[src/rtl/muxbus_pkg.sv]
`timescale 1ns/1ps
package muxbus_pkg;

    typedef enum logic [2:0] {
        ST_IDLE = 3'd0,
        ST_T1   = 3'd1,
        ST_T2   = 3'd2,
        ST_TW   = 3'd3,
        ST_T3   = 3'd4,
        ST_T4   = 3'd5
    } bus_state_e;

endpackage

[src/rtl/muxbus_seq.sv]
`timescale 1ns/1ps
module muxbus_seq
    import muxbus_pkg::*;
#(
    parameter int AW = 16,
    parameter int DW = 16
) (
    input  logic          clk,
    input  logic          rst_n,
    input  logic          start,
    input  logic [AW-1:0] req_addr,
    input  logic [DW-1:0] req_wdata,
    input  logic          req_write,
    input  logic          req_io,
    input  logic          ready,
    output bus_state_e    state,
    output logic [AW-1:0] lat_addr,
    output logic [DW-1:0] lat_wdata,
    output logic          lat_write,
    output logic          lat_io
);

    typedef struct packed {
        bus_state_e    st;
        logic [AW-1:0] addr;
        logic [DW-1:0] wdata;
        logic          wr;
        logic          io;
    } seq_t;

    seq_t seq_d, seq_q;

    always_comb begin
        seq_d = seq_q;
        case (seq_q.st)
            ST_IDLE, ST_T4: begin
                if (start) begin
                    seq_d.st    = ST_T1;
                    seq_d.addr  = req_addr;
                    seq_d.wdata = req_wdata;
                    seq_d.wr    = req_write;
                    seq_d.io    = req_io;
                end else begin
                    seq_d.st = ST_IDLE;
                end
            end
            ST_T1:        seq_d.st = ST_T2;
            ST_T2, ST_TW: seq_d.st = ready ? ST_T3 : ST_TW;
            ST_T3:        seq_d.st = ST_T4;
            default:      seq_d.st = ST_IDLE;
        endcase
    end

    always_ff @(posedge clk or negedge rst_n) begin
        if (!rst_n) begin
            seq_q <= '{st: ST_IDLE, addr: '0, wdata: '0, wr: 1'b0, io: 1'b0};
        end else begin
            seq_q <= seq_d;
        end
    end

    assign state     = seq_q.st;
    assign lat_addr  = seq_q.addr;
    assign lat_wdata = seq_q.wdata;
    assign lat_write = seq_q.wr;
    assign lat_io    = seq_q.io;

    assert_t1_then_t2_R2: assert property (@(posedge clk) disable iff (!rst_n)
        (seq_q.st == ST_T1) |=> (seq_q.st == ST_T2));

    assert_wait_insert_R6: assert property (@(posedge clk) disable iff (!rst_n)
        ((seq_q.st == ST_T2 || seq_q.st == ST_TW) && !ready) |=> (seq_q.st == ST_TW));

    assert_wait_exit_R6: assert property (@(posedge clk) disable iff (!rst_n)
        ((seq_q.st == ST_T2 || seq_q.st == ST_TW) && ready) |=> (seq_q.st == ST_T3));

    assert_t3_then_t4_R10: assert property (@(posedge clk) disable iff (!rst_n)
        (seq_q.st == ST_T3) |=> (seq_q.st == ST_T4));

    assert_req_frozen_R9: assert property (@(posedge clk) disable iff (!rst_n)
        (seq_q.st inside {ST_T1, ST_T2, ST_TW, ST_T3})
        |=> ($stable(seq_q.addr) && $stable(seq_q.wdata) && $stable(seq_q.wr)));

endmodule

[src/rtl/muxbus_pins.sv]
`timescale 1ns/1ps
module muxbus_pins
    import muxbus_pkg::*;
#(
    parameter int AW = 16,
    parameter int DW = 16,
    parameter int BW = 16
) (
    input  bus_state_e    state,
    input  logic [AW-1:0] lat_addr,
    input  logic [DW-1:0] lat_wdata,
    input  logic          lat_write,
    input  logic          lat_io,
    output logic [BW-1:0] ad_out,
    output logic          ad_oe,
    output logic          ale,
    output logic          dt_r,
    output logic          io_sel,
    output logic          rd_n,
    output logic          wr_n,
    output logic          den_n
);

    logic [BW-1:0] addr_ext;
    logic [BW-1:0] data_ext;
    logic          strobe_ph;
    logic          data_ph;

    generate
        if (AW < BW) begin : g_addr_pad
            assign addr_ext = {{(BW-AW){1'b0}}, lat_addr};
        end else begin : g_addr_full
            assign addr_ext = lat_addr;
        end
        if (DW < BW) begin : g_data_pad
            assign data_ext = {{(BW-DW){1'b0}}, lat_wdata};
        end else begin : g_data_full
            assign data_ext = lat_wdata;
        end
    endgenerate

    always_comb begin
        strobe_ph = (state == ST_T2) || (state == ST_TW) || (state == ST_T3);
        data_ph   = lat_write && (strobe_ph || (state == ST_T4));
        ale       = (state == ST_T1);
        ad_oe     = (state == ST_T1) || data_ph;
        if (state == ST_T1) begin
            ad_out = addr_ext;
        end else if (data_ph) begin
            ad_out = data_ext;
        end else begin
            ad_out = '0;
        end
        dt_r   = lat_write;
        io_sel = lat_io;
        rd_n   = !(strobe_ph && !lat_write);
        wr_n   = !(strobe_ph && lat_write);
        den_n  = !strobe_ph;
    end

endmodule

[src/rtl/muxbus_rcap.sv]
`timescale 1ns/1ps
module muxbus_rcap
    import muxbus_pkg::*;
#(
    parameter int DW = 16,
    parameter int BW = 16
) (
    input  logic          clk,
    input  logic          rst_n,
    input  bus_state_e    state,
    input  logic          lat_write,
    input  logic [BW-1:0] ad_in,
    output logic [DW-1:0] rdata,
    output logic          done
);

    typedef struct packed {
        logic [DW-1:0] rdata;
        logic          done;
    } cap_t;

    cap_t cap_d, cap_q;

    always_comb begin
        cap_d      = cap_q;
        cap_d.done = (state == ST_T3);
        if ((state == ST_T3) && !lat_write) begin
            cap_d.rdata = ad_in[DW-1:0];
        end
    end

    always_ff @(posedge clk or negedge rst_n) begin
        if (!rst_n) begin
            cap_q <= '{rdata: '0, done: 1'b0};
        end else begin
            cap_q <= cap_d;
        end
    end

    assign rdata = cap_q.rdata;
    assign done  = cap_q.done;

    assert_done_single_R7: assert property (@(posedge clk) disable iff (!rst_n)
        cap_q.done |=> !cap_q.done);

    assert_done_in_t4_R7: assert property (@(posedge clk) disable iff (!rst_n)
        cap_q.done |-> (state == ST_T4));

endmodule

[src/rtl/muxbus_master.sv]
`timescale 1ns/1ps
module muxbus_master
    import muxbus_pkg::*;
#(
    parameter int AW = 16,
    parameter int DW = 16,
    localparam int BW = (AW > DW) ? AW : DW
) (
    input  logic          clk,
    input  logic          rst_n,
    input  logic          start,
    input  logic [AW-1:0] req_addr,
    input  logic [DW-1:0] req_wdata,
    input  logic          req_write,
    input  logic          req_io,
    output logic [DW-1:0] rsp_rdata,
    output logic          rsp_done,
    output logic [BW-1:0] bus_ad_out,
    output logic          bus_ad_oe,
    input  logic [BW-1:0] bus_ad_in,
    output logic          bus_ale,
    output logic          bus_dt_r,
    output logic          bus_io_sel,
    output logic          bus_rd_n,
    output logic          bus_wr_n,
    output logic          bus_den_n,
    input  logic          bus_ready
);

    bus_state_e    state;
    logic [AW-1:0] lat_addr;
    logic [DW-1:0] lat_wdata;
    logic          lat_write;
    logic          lat_io;

    muxbus_seq #(.AW(AW), .DW(DW)) u_seq (
        .clk       (clk),
        .rst_n     (rst_n),
        .start     (start),
        .req_addr  (req_addr),
        .req_wdata (req_wdata),
        .req_write (req_write),
        .req_io    (req_io),
        .ready     (bus_ready),
        .state     (state),
        .lat_addr  (lat_addr),
        .lat_wdata (lat_wdata),
        .lat_write (lat_write),
        .lat_io    (lat_io)
    );

    muxbus_pins #(.AW(AW), .DW(DW), .BW(BW)) u_pins (
        .state     (state),
        .lat_addr  (lat_addr),
        .lat_wdata (lat_wdata),
        .lat_write (lat_write),
        .lat_io    (lat_io),
        .ad_out    (bus_ad_out),
        .ad_oe     (bus_ad_oe),
        .ale       (bus_ale),
        .dt_r      (bus_dt_r),
        .io_sel    (bus_io_sel),
        .rd_n      (bus_rd_n),
        .wr_n      (bus_wr_n),
        .den_n     (bus_den_n)
    );

    muxbus_rcap #(.DW(DW), .BW(BW)) u_rcap (
        .clk       (clk),
        .rst_n     (rst_n),
        .state     (state),
        .lat_write (lat_write),
        .ad_in     (bus_ad_in),
        .rdata     (rsp_rdata),
        .done      (rsp_done)
    );

    assert_strobe_excl_R3: assert property (@(posedge clk) disable iff (!rst_n)
        !(!bus_rd_n && !bus_wr_n));

    assert_read_release_R3: assert property (@(posedge clk) disable iff (!rst_n)
        !bus_rd_n |-> !bus_ad_oe);

    assert_ale_single_R2: assert property (@(posedge clk) disable iff (!rst_n)
        bus_ale |=> !bus_ale);

    assert_den_after_ale_R5: assert property (@(posedge clk) disable iff (!rst_n)
        $fell(bus_den_n) |-> $past(bus_ale));

    assert_t4_quiet_R8: assert property (@(posedge clk) disable iff (!rst_n)
        rsp_done |-> (bus_rd_n && bus_wr_n && bus_den_n && !bus_ale));

endmodule

[config.mk]
export PLATFORM = sky130hd
export DESIGN_NAME = muxbus_master
export DESIGN_NICKNAME = d
export VERILOG_FILES = /design/src/rtl/muxbus_pkg.sv /design/src/rtl/muxbus_seq.sv /design/src/rtl/muxbus_pins.sv /design/src/rtl/muxbus_rcap.sv /design/src/rtl/muxbus_master.sv
export SDC_FILE = /design/constraint.sdc
export NUM_CORES = 1
export LEC_CHECK = 0
export BUFFER_PORTS_ARGS = -buffer_cell sky130_fd_sc_hd__buf_2
export CORE_UTILIZATION = 49
export DETAILED_ROUTE_END_ITERATION = 7
export HOLD_SLACK_MARGIN = 0.12
export PLACE_DENSITY_LB_ADDON = 0.1
export SYNTH_ARGS = -nofsm -noshare
export SYNTH_HDL_FRONTEND = slang
export SYNTH_HIERARCHICAL = 1
export SYNTH_SLANG_ARGS = --single-unit
[constraint.sdc]
create_clock -name clk -period 2.6 [get_ports clk]
set_clock_uncertainty 0.05 [all_clocks]
set_input_delay 0.39 -clock clk [delete_from_list [all_inputs] [get_ports clk]]
set_output_delay 0.39 -clock clk [all_outputs]
set_load 0.01 [all_outputs]
### Yosys cells after proc, flatten, opt, wreduce, memory -nomap -nowiden

Cells that the tools add are included.

* eq/ne operators: 5
* mux-type cells: 5
* reductions and logical operators: 16

Operator list (count)
* $mux 16: 2
* $pmux 3 s4: 1
* $eq 3x2->1 const B: 2
* $eq 3x3->1 const B: 2
* $logic_and 1x1->1: 4
* $logic_not 1->1: 4
* $logic_or 1x1->1: 4
* $reduce_or 2->1: 2
* $eq 3x1->1 const B: 1
* $logic_not 3->1: 1
* $mux 3: 1
* $reduce_and 2->1: 1
* $mux 1: 1

* register bits after elaboration: 54
* input bits: 54
* output and inout bits: 40
* logic and storage cells: 33

### Depth between registers and ports, before layout

* depth in word-level cells: 7
* depth in mapped cells: 7
* mapped depth without buffers: 4

### By module

The synthesis kept the hierarchy.

By module, submodules not included
* muxbus_seq: times used 1, cells each 86, area each 1427.6 µm², seq. area each 925.9 µm²
* muxbus_rcap: times used 1, cells each 36, area each 648.1 µm², seq. area each 425.4 µm²
* muxbus_pins: times used 1, cells each 52, area each 422.9 µm², seq. area each 0.0 µm²

### Least setup slack after synthesis

Ideal clock, no wire load.

* kind: register to output
* start: reg u_seq.seq_q, in the netlist u_seq/state[2]
* end: out bus_ad_out[0]
* arrival: 1.932 ns
* data required time: 2.160 ns
* slack: 0.228 ns
* stages on the path, launching flop included: 8
* buffers on the path: 3
* cells stage by stage: dfrtp_1 -> clkbuf_1 -> inv_1 -> ha_1 -> nor2b_1 -> clkbuf_1 -> buf_2 -> a31o_1

* cells in the longest elaborated chain, start to end: 7
* elaborated cells between the ends (all ways): 11
* classes of those cells: eq/ne (5); mux (2); reduce/logical (4)

RTL lines
* start: declaration: RTL line muxbus_seq.sv:31 `seq_t seq_d, seq_q;`
* start signal: assignment: RTL line muxbus_seq.sv:56 `seq_q <= '{st: ST_IDLE, addr: '0, wdata: '0, wr: 1'b0, io: 1'b0};`
* start signal: assignment: RTL line muxbus_seq.sv:58 `seq_q <= seq_d;`
* $eq 3x2->1: RTL line muxbus_pins.sv:43 `strobe_ph = (state == ST_T2) || (state == ST_TW) || (state == ST_T3);`
* $logic_or 1x1->1 (2 in a row): RTL line muxbus_pins.sv:43
* $logic_or 1x1->1: RTL line muxbus_pins.sv:44 `data_ph = lat_write && (strobe_ph || (state == ST_T4));`
* $logic_and 1x1->1: RTL line muxbus_pins.sv:44
* $mux 16: RTL line muxbus_pins.sv:49 `end else if (data_ph) begin`
* $mux 16 (*): RTL line muxbus_pins.sv:47 `if (state == ST_T1) begin`
* end: declaration: RTL line muxbus_master.sv:18 `output logic [BW-1:0] bus_ad_out,`

Mark *: on every way between the ends. The rest lies on a longest branch, timed or not.

### Worst setup path in the final report

* start: reg u_seq.seq_q, in the netlist u_seq/state[2]
* end: out bus_ad_out[10]

The elaborated chain is that of the path after synthesis.

==> metrics <==
cts bufs inserted 5; Iteration-0 DRC Markers 67; Die Wd 73.41 um; Max Fclk 0.3991 GHz; Final Hold Viols 0; number of cells on the worst reg-to-reg path 5; most frequent cells in the layout buf_2, dfrtp_1, mux2_2; worst r2r dst u_seq/lat_addr[1]; Clock Latency Late Sink 0.30 ns; initial core utilization 51.87%; DR pass1 iterations 4; DR DRC count 0; Vias/cell 5.174; CP delay by family, top simple AND/OR/NAND/NOR gates; drt total wl 4958 um; PwrDens 1284 nW/um^2; CP arrival 2.07 ns; H-tree depth 2; Worst Path Buf+Inv 2; Mapped Cells 174; Startpoint Class flip-flop; nets@finish 327; CTS max path bufs 2; max_slew headroom 70.60%; Least-Margin Pin Slew 0.4350 ns; clk sink count 54; IO Port Bufs 93; max incr delay on CP 0.67 ns; IO Count 94; Unique masters post-synth 25; layout cell share with drive strength beyond 1 62.50%; fin util 65.53%; Synth Register Bits 54; yosys synthesis warning count 6; GP Congestion 0.7271; global-route usage over all layers 19.88%; final setup fails 0; sequential area share after synthesis 54.08%; detailed-route via count 1,754; Antenna Diode Count 0; most common cell after layout, fill and taps aside buf_2; worst hold slack 0.2569 ns; Crit. End Element output pin; vias in the first global route 1,691; Area growth syn-to-layout 26.34%; average wire per standard cell 14.63 um; r2r setup slk 0.66 ns; Die Ht 73.41 um; min cycle time layout 2.506 ns; hold path cells 2; Cell Area, Synth 2499 um^2; antenna-violating nets left 0; Fin Setup TNS 0 ns; Setup CP Type flip-flop to output pin; data required time of the worst path 2.16 ns; largest net degree at the start of global routing 27; CTS tree yes; FP Rows 25; first-pass GRT wire length 7990 um; Hold EP u_seq/lat_addr[11]; antenna violations before repair 0; Core ar. 4817 um^2; Overflow after GRT 0; reg2reg start u_seq/state[2]; Mean Syn Cell Area 14.36 um^2; Final Cycle Share 96.37%; outcome completed; RSZ-0062 raised after global routing no; Max FO, Critical Path 20; Peak VDD IR 0.6142 mV; Mapped Nets 229; Post-DP HPWL 3699 um; Hold Startpoint req_addr[11]; cells along the critical path buf_12 > or3b_2 > a31o_2 > buf_2; Post-CTS Setup Bufs 0; Leak 1.510 nW; Reg clk slew, reported paths 0.09 ns; Slew Viols, Final 0; CTS Root Cell clkbuf_8; Max Cap Viol 0; Die Area 5389 um^2; slowest CP cell or3b_2; worst min-delay path class input port to flip-flop
[registers in the layout, indices dropped and copies added, names as in the netlist]
name,count
u_rcap/done,1
u_seq/state,3
u_seq/lat_io,1
u_rcap/rdata,16
u_seq/lat_addr,16
u_seq/lat_wdata,16
u_seq/lat_write,1
[worst register-to-register path, cell delays in order, from the launching register on]
cell and delay [ns]:
dfrtp_2 0.48, buf_12 0.18, xor2_1 0.18, nor3b_4 0.20, buf_4 0.35, mux2_2 0.39
[area by class of cell]
| type | instances | area [um^2] |
|---|---|---|
| Fill cell | 419 | 1660 |
| Sequential cell | 54 | 1353 |
| Multi-Input combinational cell | 102 | 1026 |
| Timing Repair Buffer | 104 | 563.0 |
| Tap cell | 67 | 83.83 |
| Clock buffer | 6 | 82.58 |
| Clock inverter | 1 | 30.03 |
| Inverter | 5 | 18.77 |
[cells by family after synthesis]
logic type / synth area share [%]
adder cells (fa/ha/maj): 0.9013
XOR/XNOR: 0.3506
buffers and inverters: 4.857
AO/OA/AOI/OAI: 6.910
AND/OR/NAND/NOR: 10.37
flip-flops: 54.08
multiplexers: 22.53
[power breakdown]
part	switching, W	internal (W)
Sequential	0.000263	0.00127
Clock	0.000251	0.000308
Combinational	0.000875	0.00109
[routing by layer]
layer	vias to the layer above	routed length [um]	global-route usage [%]	share of wire, %
li1	844	-	-	-
met1	847	2231	26.17	45
met2	53	2415	32.82	49
met3	10	213	4.252	4.3
met4	0	97	6.624	2.0
met5	-	0	0	0
[worst max-delay path by stage]
| stage | start | cells past startpoint | slack [ns] | endpoint |
|---|---|---|---|---|
| after floorplan | u_seq/state[2] | 7 | 0.23 | bus_ad_out[0] |
| after global placement | u_seq/state[2] | 4 | 0.38 | bus_ad_out[5] |
| after detailed placement | u_seq/state[2] | 4 | 0.37 | bus_ad_out[3] |
| after CTS | u_seq/state[2] | 4 | 0.01 | bus_ad_out[10] |
| after global routing | u_seq/state[0] | 3 | 0.02 | bus_ad_out[10] |
| final | u_seq/state[2] | 4 | 0.09 | bus_ad_out[10] |
[stage by stage]
step | cell area, um^2 | total power, W | setup WS, ns | std cells
2_1_floorplan | 2499 | 0.002920 | 0.2282 | 174
3_3_place_gp | 3033 | 0.003494 | 0.3818 | 331
3_5_place_dp | 3033 | 0.003526 | 0.3662 | 331
4_1_cts | 3156 | 0.004101 | 0.01090 | 339
5_1_grt | 3157 | 0.004339 | 0.02397 | 339
6_report | 3157 | 0.004052 | 0.09435 | 339
[cell usage after synthesis, drive strengths merged]
master,instances,area (um^2)
dfrtp,54,1351
mux2,50,563.0
a31o,16,140.1
nor4bb,16,160.2
buf,9,87.57
inv,5,18.77
clkbuf,4,15.01
nand2b,3,18.77
nor3b,3,33.78
o21ai,3,15.01
o22ai,2,12.51
a21oi,1,5.000
ha,1,12.51
maj3,1,10.01
nand2,1,3.750
nor2,1,3.750
nor2b,1,6.260
nor4b,1,23.77
or3b,1,8.760
xor2,1,8.760
[timing repair]
item                       in CTS  in global routing
setup endpoints to repair       0                 16
resized for setup               0                  2
hold buffers                    1                  0
hold endpoints to repair       12                  0
(Power assumes the default switching activity.)
